**src/rtl/wp_lookup_pkg.sv**
```systemverilog
package wp_lookup_pkg;

  localparam int WAYS = 2;

  typedef enum logic [1:0] {
    ST_IDLE = 2'd0,
    ST_PRED = 2'd1,
    ST_ALT  = 2'd2,
    ST_FILL = 2'd3
  } lookupState_e;

  // strobes from control to datapath
  typedef struct packed {
    logic capture;     // register request address
    logic selAlt;      // steer read mux to the non-guessed way
    logic hitFastUpd;  // guessed way hit: refresh LRU
    logic hitSlowUpd;  // other way hit: move guess, refresh LRU
    logic fillWrite;   // install refill line in victim way
    logic fillResp;    // forward refill data to the response
  } lookupStrobe_t;

endpackage

```
**src/rtl/wp_lookup_dpath.sv**
```systemverilog
module wp_lookup_dpath
  import wp_lookup_pkg::*;
#(
  parameter int ADDR_W = 6,
  parameter int IDX_W  = 2,
  parameter int DATA_W = 16
) (
  input  logic              clk,
  input  logic              rstN,
  input  lookupStrobe_t     strobe,
  input  logic [ADDR_W-1:0] reqAddr,
  input  logic [DATA_W-1:0] refillData,
  output logic              predMatch,
  output logic              altMatch,
  output logic [DATA_W-1:0] rspData,
  output logic [ADDR_W-1:0] refillAddr
);

  localparam int TAG_W = ADDR_W - IDX_W;
  localparam int SETS  = 1 << IDX_W;

  logic [ADDR_W-1:0] addrQ;
  logic [IDX_W-1:0]  idxQ;
  logic [TAG_W-1:0]  tagQ;

  logic [WAYS-1:0]   validArr [SETS];
  logic [TAG_W-1:0]  tagArr   [SETS][WAYS];
  logic [DATA_W-1:0] dataArr  [SETS][WAYS];
  logic [SETS-1:0]   predBit;
  logic [SETS-1:0]   lruBit;

  logic              predWay;
  logic              altWay;
  logic              victimWay;
  logic              readWay;
  logic [WAYS-1:0]   wayHit;

  assign idxQ      = addrQ[IDX_W-1:0];
  assign tagQ      = addrQ[ADDR_W-1:IDX_W];
  assign predWay   = predBit[idxQ];
  assign altWay    = ~predWay;
  assign victimWay = lruBit[idxQ];

  // per-way tag compare
  for (genvar w = 0; w < WAYS; w++) begin : g_cmp
    assign wayHit[w] = validArr[idxQ][w] && (tagArr[idxQ][w] == tagQ);
  end

  assign predMatch = wayHit[predWay];
  assign altMatch  = wayHit[altWay];

  // read mux is steered by the guess, independent of the compare result
  assign readWay    = strobe.selAlt ? altWay : predWay;
  assign rspData    = strobe.fillResp ? refillData : dataArr[idxQ][readWay];
  assign refillAddr = addrQ;

  always_ff @(posedge clk or negedge rstN) begin
    if (!rstN) begin
      addrQ   <= '0;
      predBit <= '0;
      lruBit  <= '0;
      for (int s = 0; s < SETS; s++) begin
        validArr[s] <= '0;
      end
    end else begin
      if (strobe.capture) begin
        addrQ <= reqAddr;
      end
      if (strobe.hitFastUpd) begin
        lruBit[idxQ] <= altWay;
      end
      if (strobe.hitSlowUpd) begin
        predBit[idxQ] <= altWay;
        lruBit[idxQ]  <= predWay;
      end
      if (strobe.fillWrite) begin
        validArr[idxQ][victimWay] <= 1'b1;
        predBit[idxQ]             <= victimWay;
        lruBit[idxQ]              <= ~victimWay;
      end
    end
  end

  always_ff @(posedge clk) begin
    if (strobe.fillWrite) begin
      tagArr[idxQ][victimWay]  <= tagQ;
      dataArr[idxQ][victimWay] <= refillData;
    end
  end

endmodule

```
**src/rtl/wp_lookup_ctrl.sv**
```systemverilog
module wp_lookup_ctrl
  import wp_lookup_pkg::*;
(
  input  logic          clk,
  input  logic          rstN,
  input  logic          reqValid,
  input  logic          predMatch,
  input  logic          altMatch,
  input  logic          refillValid,
  output logic          reqReady,
  output logic          rspValid,
  output logic          hitFast,
  output logic          hitSlow,
  output logic          miss,
  output logic          refillReq,
  output lookupStrobe_t strobe
);

  lookupState_e stateQ, stateD;

  always_ff @(posedge clk or negedge rstN) begin
    if (!rstN) begin
      stateQ <= ST_IDLE;
    end else begin
      stateQ <= stateD;
    end
  end

  always_comb begin
    stateD    = stateQ;
    strobe    = '0;
    reqReady  = 1'b0;
    rspValid  = 1'b0;
    hitFast   = 1'b0;
    hitSlow   = 1'b0;
    miss      = 1'b0;
    refillReq = 1'b0;
    unique case (stateQ)
      ST_IDLE: begin
        reqReady       = 1'b1;
        strobe.capture = reqValid;
        if (reqValid) begin
          stateD = ST_PRED;
        end
      end
      ST_PRED: begin
        if (predMatch) begin
          rspValid          = 1'b1;
          hitFast           = 1'b1;
          strobe.hitFastUpd = 1'b1;
          stateD            = ST_IDLE;
        end else begin
          stateD = ST_ALT;
        end
      end
      ST_ALT: begin
        strobe.selAlt = 1'b1;
        if (altMatch) begin
          rspValid          = 1'b1;
          hitSlow           = 1'b1;
          strobe.hitSlowUpd = 1'b1;
          stateD            = ST_IDLE;
        end else begin
          miss   = 1'b1;
          stateD = ST_FILL;
        end
      end
      ST_FILL: begin
        refillReq       = 1'b1;
        strobe.fillResp = 1'b1;
        if (refillValid) begin
          rspValid         = 1'b1;
          strobe.fillWrite = 1'b1;
          stateD           = ST_IDLE;
        end
      end
      default: stateD = ST_IDLE;
    endcase
  end

endmodule

```
**src/rtl/wp_cache_lookup.sv**
```systemverilog
module wp_cache_lookup
  import wp_lookup_pkg::*;
#(
  parameter int ADDR_W = 6,
  parameter int IDX_W  = 2,
  parameter int DATA_W = 16
) (
  input  logic              clk,
  input  logic              rstN,
  input  logic              reqValid,
  input  logic [ADDR_W-1:0] reqAddr,
  output logic              reqReady,
  output logic              rspValid,
  output logic [DATA_W-1:0] rspData,
  output logic              hitFast,
  output logic              hitSlow,
  output logic              miss,
  output logic              refillReq,
  output logic [ADDR_W-1:0] refillAddr,
  input  logic              refillValid,
  input  logic [DATA_W-1:0] refillData
);

  lookupStrobe_t strobe;
  logic          predMatch;
  logic          altMatch;

  wp_lookup_ctrl u_ctrl (
    .clk         (clk),
    .rstN        (rstN),
    .reqValid    (reqValid),
    .predMatch   (predMatch),
    .altMatch    (altMatch),
    .refillValid (refillValid),
    .reqReady    (reqReady),
    .rspValid    (rspValid),
    .hitFast     (hitFast),
    .hitSlow     (hitSlow),
    .miss        (miss),
    .refillReq   (refillReq),
    .strobe      (strobe)
  );

  wp_lookup_dpath #(
    .ADDR_W (ADDR_W),
    .IDX_W  (IDX_W),
    .DATA_W (DATA_W)
  ) u_dpath (
    .clk        (clk),
    .rstN       (rstN),
    .strobe     (strobe),
    .reqAddr    (reqAddr),
    .refillData (refillData),
    .predMatch  (predMatch),
    .altMatch   (altMatch),
    .rspData    (rspData),
    .refillAddr (refillAddr)
  );

endmodule

```
**config.mk**
```make
export PLATFORM = sky130hd
export DESIGN_NAME = wp_cache_lookup
export DESIGN_NICKNAME = d
export VERILOG_FILES = /design/src/rtl/wp_lookup_pkg.sv /design/src/rtl/wp_lookup_dpath.sv /design/src/rtl/wp_lookup_ctrl.sv /design/src/rtl/wp_cache_lookup.sv
export SDC_FILE = /design/constraint.sdc
export NUM_CORES = 1
export LEC_CHECK = 0
export ABC_AREA = 0
export BUFFER_PORTS_ARGS = -buffer_cell sky130_fd_sc_hd__buf_2
export CORE_ASPECT_RATIO = 1.2
export CORE_MARGIN = 5
export CORE_UTILIZATION = 55
export DETAILED_ROUTE_END_ITERATION = 8
export PLACE_DENSITY = 0.74
export RECOVER_POWER = 50
export SKIP_LAST_GASP = 1
export SYNTH_ARGS = -nofsm -noshare
export SYNTH_HDL_FRONTEND = slang
export SYNTH_SLANG_ARGS = --single-unit
```
**constraint.sdc**
```tcl
create_clock -name clk -period 7.55 [get_ports clk]
set_input_delay 1.8875 -clock clk [delete_from_list [all_inputs] [get_ports clk]]
set_output_delay 1.8875 -clock clk [all_outputs]
set_load 0.01 [all_outputs]
```
Word-level counts from Yosys, hierarchy flattened
Memory sizes are Yosys's and may differ from the RTL's.
Cells that the tools add are included.
{"block": "totals", "regBits": 24, "mem_bits_rw": 160, "inputBits": 26, "out_inout_bits": 28, "elab_cells": 99, "n_memories": 2}
{"memory": "u_dpath.dataArr", "depth": 4, "word_bits": 32, "read_ports": 1, "rd_clocked_by_memory_dff": 0, "write_ports": 1, "line_no": "wp_lookup_dpath.sv:28", "rtl": "logic [DATA_W-1:0] dataArr [SETS][WAYS];"}
{"memory": "u_dpath.tagArr", "depth": 4, "word_bits": 8, "read_ports": 1, "rd_clocked_by_memory_dff": 0, "write_ports": 1, "line_no": "wp_lookup_dpath.sv:27", "rtl": "logic [TAG_W-1:0] tagArr [SETS][WAYS];"}
{"block": "op_classes", "magnitude_cmp": 11, "eq_ne": 7, "muxes": 57, "n_bitwise": 6, "reduce_logical": 8}
{"op": "$mux W16", "n": 5}
{"op": "$mux W32", "n": 1}
{"op": "$mux W4", "n": 6}
{"op": "$mux W1", "n": 21}
{"op": "$bwmux W4", "n": 5}
{"op": "$demux W16 S1", "n": 1}
{"op": "$mux W2", "n": 8}
{"op": "$eq A4 B4 Y1", "n": 2}
{"op": "$mux W8", "n": 1}
{"op": "$or A8 B8 Y8", "n": 1}
{"op": "$pmux W2 S4", "n": 1}
{"op": "$logic_and A1 B1 Y1", "n": 6}
{"op": "$lt A1 B2 Y1 const B", "n": 3}
{"op": "$bmux W1 S2", "n": 2}
{"op": "$bmux W2 S2", "n": 1}
{"op": "$demux W2 S2", "n": 1}
{"op": "$demux W4 S1", "n": 1}
{"op": "$eq A2 B2 Y1 const B", "n": 2}
{"op": "$ge A2 B2 Y1 const B", "n": 2}
{"op": "$ne A2 B2 Y1 const B", "n": 2}
{"op": "$not A1 Y2", "n": 2}
{"op": "$ge A3 B3 Y1 const B", "n": 1}
{"op": "$lt A2 B3 Y1 const B", "n": 1}
{"op": "$lt A3 B1 Y1 const B", "n": 1}
{"op": "11 further kinds", "n": 12}

Longest topological paths before layout
{"block": "logic_depth", "word_depth": 14, "depth_mapped": 9, "ltp_nobuf": 7}

Modules after synthesis
Synthesis repeated with hierarchy kept, for this count alone.
{"block": "unflattened", "hier_cells": 429, "area_unflattened_um2": 7651.1}
{"mod": "wp_lookup_dpath", "n_inst": 1, "cells_each": 408, "area_each_um2": 7453.4, "seq_area_each_um2": 5355.1}
{"mod": "wp_lookup_ctrl", "n_inst": 1, "cells_each": 21, "area_each_um2": 197.7, "seq_area_each_um2": 50.0}

Worst setup path before layout
Ideal clock, no wire load.
{"block": "synth_path", "kind": "input-to-reg", "startpoint": "in refillValid", "endpoint": "mem u_dpath.dataArr[0][16] (netlist name) (enable)", "setup_time_ns": 0.450, "arrival_time_ns": 4.121, "slack_ns": 2.979, "stages": 3, "path_cell_list": "nand2_1 clkbuf_1 nor4_1"}
{"block": "synth_via", "elab_chain_len": 4}
{"element": "from (decl)", "line_no": "wp_cache_lookup.sv:20", "rtl": "input logic refillValid,"}
{"element": "$mux W1", "line_no": "wp_lookup_ctrl.sv:71", "rtl": "if (refillValid) begin"}
{"element": "$mux W2", "line_no": "wp_lookup_ctrl.sv:38", "rtl": "unique case (stateQ)"}
{"element": "$mux W1", "line_no": "wp_lookup_dpath.sv:85", "rtl": "if (strobe.fillWrite) begin"}
{"element": "$mux W32 (not written as such)", "line_no": "wp_lookup_dpath.sv:87", "rtl": "dataArr[idxQ][victimWay] <= refillData;"}
{"element": "to (decl)", "line_no": "wp_lookup_dpath.sv:28"}
Every way passes these cells.

Final worst setup path
{"block": "layout_path", "startpoint": "reg u_dpath.addrQ[1] (netlist: u_dpath.refillAddr[1])", "endpoint": "out rspData[4]"}
{"block": "layout_via", "elab_chain_len": 9, "elab_cells_between_ends": 10}
{"element": "from (decl)", "line_no": "wp_lookup_dpath.sv:22", "rtl": "logic [ADDR_W-1:0] addrQ;"}
{"element": "from (signal assigned)", "line_no": "wp_lookup_dpath.sv:67", "rtl": "addrQ <= reqAddr;"}
{"element": "$bmux W1 S2", "line_no": "wp_lookup_dpath.sv:40", "rtl": "assign predWay = predBit[idxQ];"}
{"element": "$mux W1 (not written as such)", "line_no": "wp_lookup_dpath.sv:40"}
{"element": "$not A1 Y1", "line_no": "wp_lookup_dpath.sv:41", "rtl": "assign altWay = ~predWay;"}
{"element": "$mux W1", "line_no": "wp_lookup_dpath.sv:53", "rtl": "assign readWay = strobe.selAlt ? altWay : predWay;"}
{"element": "$not A1 Y2 (not written as such)", "line_no": "wp_lookup_dpath.sv:54", "rtl": "assign rspData = strobe.fillResp ? refillData : dataArr[idxQ][readWay];"}
{"element": "$mux W16 (not written as such) * (3 in a row)", "line_no": "wp_lookup_dpath.sv:54"}
{"element": "$mux W16 *", "line_no": "wp_lookup_dpath.sv:54"}
{"element": "to (decl)", "line_no": "wp_cache_lookup.sv:14", "rtl": "output logic [DATA_W-1:0] rspData,"}
Mark *: on every way between the ends. The rest lies on a longest branch, timed or not. The select of a mux whose other input is x is not followed.

==> summary by stage <==
Status
The run finished, with violations left. The final reports fail on capacitance limit, slew limit.

Floorplan
The effective utilization at floorplan is between 50% and 60%. The floorplan step set the die width to between 100 and 150 microns. The die covers roughly 0.016 sq mm.

During I/O placement, the number of pins put on the boundary was 54. The row count is 47. The area of the core region is approximately 0.014 sq mm. The floorplan step set the die height to around 140 microns.

Global route
The global-route wire length before repair is 23.0 mm. The pin count of the biggest net entering global routing is between 50 and 60. The initial antenna violation count is 0. The number of global-route vias before repair came to 4163.

The overall track demand over capacity in global routing is approximately 18%. The remaining global-route overflow is 0.

Detailed routing
The routed design has about 14 mm of wire. After detailed routing, the average wire length per cell comes to 21.8 microns. The routed layout has around 3.9k vias. The average via count per standard cell is 5.90. The remaining design rule violation count is 0. The length of the first detailed-routing pass in iterations is 4. The detail route stage leaves a number of antenna-violating nets equal to 0. The detailed router finished its first iteration with roughly 240 violations.

CTS
The clock root buffer is sky130_fd_sc_hd__clkbuf_16. The hold buffer count at CTS is 0. For the worst-skew pair, the clock arrives at the later sink with an insertion delay of approximately 0.43 ns. TritonCTS built the clock tree. The number of clock sinks is 184. The post-cts sizing count is 0.

The H-tree was split into 4 levels. The number of clock buffers added by TritonCTS is 17. The number of setup buffers added after CTS is 0. Clock-pin slew was measured on the worst setup and hold paths at around 0.07 ns.

In this run the deepest clock path goes through 2 buffers.

Synth
The number of distinct library cells after synthesis is 45. The netlist area before placement is ~0.0076 sq mm. Synthesis handed over a netlist of between 400 and 500 instances. The count of synthesis-stage warnings from yosys is 0. The post-synthesis net count is between 400 and 500. Dividing the synthesized area by the synthesized cell count gives 18.1 sq um.

The synthesized design contains approximately 180 register bits. In this run, synthesis inferred 160 flip-flops with an integrated enable. Summing the sequential cell areas from Yosys gives between 70% and 80% of the chip area. The share of flip-flops with an asynchronous set or reset after synthesis is a little over an eighth. In the synthesized netlist the dominant register cell turns out to be sky130_fd_sc_hd__edfxtp_1.

Timing
Headroom to the max-slew limit came out at -2.15%. The number of hold violations in the final report is 0. The count of final setup violators is 0. The final max-slew violation count is 22. For the final routed database, the setup TNS stands at 0 ns.

The peak clock frequency supported by timing is between 150 and 200 MHz. Setup repair after global routing left no endpoint under its margin. After layout, the minimum clock period comes to about 5.4 ns. The largest clock skew in the final design is roughly 0.0062 ns. For the pin with the worst max-slew slack, the measured transition is 1.53 ns. The share of the clock period used by the worst path after layout is 71.9%.

Across all hold checks on the routed design, the worst slack comes to between 0.4 and 0.5 ns. After layout, the worst setup slack is 2.12 ns.

Worst setup path
The kind of cell adding the most delay to the critical path is multiplexers. The endpoint required time on the critical path is 5.66 ns. Among all stages on the critical path, the largest delay is contributed by sky130_fd_sc_hd__mux4_2.

The capturing element type of the critical path is a primary output. The largest fanout on the critical path is 54. The classification of the worst setup path is register to primary output. The largest single stage delay on the critical path is ~0.74 ns.

The number of buffers and inverters on the critical path is 2. At the worst endpoint, the arrival time is around 3.5 ns. Traced cell by cell, the critical path runs through buf_4 -> mux4_2 -> or2_1 -> nand2_2 -> mux2i_1 -> o21ai_0 -> buf_2. The nature of the critical path startpoint is a register. In this run the critical register-to-register path is launched from u_dpath.refillAddr[0]$_DFFE_PN0P_. The most critical setup path has its startpoint at u_dpath.refillAddr[1]$_DFFE_PN0P_.

Min path
The tightest min-delay check is of the register to register type. The start point of the worst hold path is u_dpath.validArr[3]$_DFFE_PN0P_.

Power and ir drop
The peak supply drop is approximately 0.35 mV. The cell leakage power is ~3.0 nW. The power per standard cell area is just over 400 mW/mm^2.

Layout
The number of antenna diodes in the final layout is 0. Of the cells placed in the final design, the portion with a size suffix greater than 1 is between 20% and 30%. The layout-stage area growth over the synthesis result is 14.2%.

In the final design database the tool counted 504 nets.

Place
Port buffering added 53 buffers. Routability-driven placement finished with a final weighted congestion of 0.813. OpenSTA, run right after detailed placement, puts the worst setup slack at about 2.5 ns. Detailed placement finished with a half-perimeter wire length of between 8 and 9 mm.

Job
The tool flagged a number of max-cap violations equal to 1.
[report_power, final]
| group | switching (mW) | leakage [nW] | internal, mW |
|---|---|---|---|
| clock network | 0.373 | 0.309 | 0.588 |
| logic | 0.609 | 0.938 | 0.554 |
| registers | 0.172 | 1.73 | 1.28 |
| total | 1.15 | 2.97 | 2.42 |
[sequential cells by signal (all words and copies together) (netlist names)]
register            flops
u_dpath.dataArr       128
u_dpath.validArr        8
u_ctrl.stateQ           2
u_dpath.lruBit          4
u_dpath.tagArr         32
u_dpath.refillAddr      6
u_dpath.predBit         4
[Yosys cell counts, types with 4 or more instances]
cell / instances / area share [%]
sky130_fd_sc_hd__or2_2: 8 / 0.66
sky130_fd_sc_hd__o21ai_0: 20 / 1.3
sky130_fd_sc_hd__inv_1: 4 / 0.20
sky130_fd_sc_hd__mux4_2: 38 / 11
sky130_fd_sc_hd__nor3_1: 5 / 0.33
sky130_fd_sc_hd__nor2_1: 20 / 0.99
sky130_fd_sc_hd__edfxtp_1: 160 / 63
sky130_fd_sc_hd__mux2i_1: 22 / 2.9
sky130_fd_sc_hd__nand2_1: 26 / 1.3
sky130_fd_sc_hd__xor2_1: 6 / 0.69
sky130_fd_sc_hd__xnor2_1: 4 / 0.46
sky130_fd_sc_hd__clkbuf_1: 11 / 0.54
sky130_fd_sc_hd__nand2b_1: 7 / 0.58
sky130_fd_sc_hd__mux2_2: 8 / 1.2
sky130_fd_sc_hd__a31oi_1: 6 / 0.49
sky130_fd_sc_hd__dfrtp_1: 24 / 7.9
[final cells by class]
cell class	count	area, sq um
Multi-Input combinational cell	209	2090
Clock buffer	17	425
Inverter	4	15.0
Timing Repair Buffer	62	299
Fill cell	976	5020
Clock inverter	15	221
Tap cell	171	214
Sequential cell	184	5410
[cell families (layout without fill, tap and decap cells)]
group | count (synthesis) | after routing | synth area share, %
xor gates and xnor gates | 10 | 10 | 1.15
buffers and inverters | 26 | 98 | 1.73
and+or+nand+nor | 82 | 82 | 5.42
muxes | 72 | 72 | 16.6
DFF | 184 | 184 | 71.1
AOI/OAI and AO/OA | 45 | 45 | 3.95
[per-layer routing]
layer | track usage (%) | routed length, microns | up-vias
li1 | - | - | 1777
met1 | 24.4 | 6000 | 2005
met2 | 30.2 | 7460 | 106
met3 | 3.96 | 723 | 19
met4 | 7.03 | 251 | 0
met5 | 0 | 0 | -
[worst register-to-register path: cells and delay by family, from the launching register on]
family	cells	cell delay [ns]
buffers and inverters	1	1.13
flip-flops	1	1.09
multiplexers	1	0.74
AND/OR/NAND/NOR	1	0.13
[worst paths after layout]
kind,slack [ns],endpoint,cells past startpoint
max in group asynchronous,4.81,u_dpath.refillAddr[0]$_DFFE_PN0P_,1
max reg2reg,4.05,u_dpath.dataArr[2][30]$_DFFE_PP_,3
max,2.12,rspData[4],7
min in group asynchronous,1.76,u_dpath.validArr[1]$_DFFE_PN0P_,1
min reg2reg,0.47,u_dpath.validArr[3]$_DFFE_PN0P_,1
min,0.47,u_dpath.validArr[3]$_DFFE_PN0P_,1
[stage by stage]
stage	util (%)	cells	total power, mW	cell area (sq um)
3_5_place_dp	58.9	630	2.66	8070
6_report	63.3	662	3.57	8680
2_1_floorplan	-	419	2.30	7600
3_3_place_gp	58.9	630	2.62	8070
4_1_cts	63.6	662	3.62	8720
5_1_grt	63.3	662	3.77	8680
[placed cells by master (no fill, tap or decap), types with 7 or more instances in the layout]
| cell type | count |
|---|---|
| sky130_fd_sc_hd__edfxtp_1 | 160 |
| sky130_fd_sc_hd__mux4_2 | 38 |
| sky130_fd_sc_hd__buf_2 | 35 |
| sky130_fd_sc_hd__nand2_1 | 26 |
| sky130_fd_sc_hd__mux2i_1 | 22 |
| sky130_fd_sc_hd__dfrtp_1 | 22 |
| sky130_fd_sc_hd__clkbuf_1 | 21 |
| sky130_fd_sc_hd__o21ai_0 | 20 |
| sky130_fd_sc_hd__nor2_1 | 18 |
| sky130_fd_sc_hd__clkbuf_16 | 17 |
| sky130_fd_sc_hd__mux2_2 | 8 |
| sky130_fd_sc_hd__or2_2 | 8 |
| sky130_fd_sc_hd__nand2b_1 | 7 |
(Power assumes the default switching activity.)
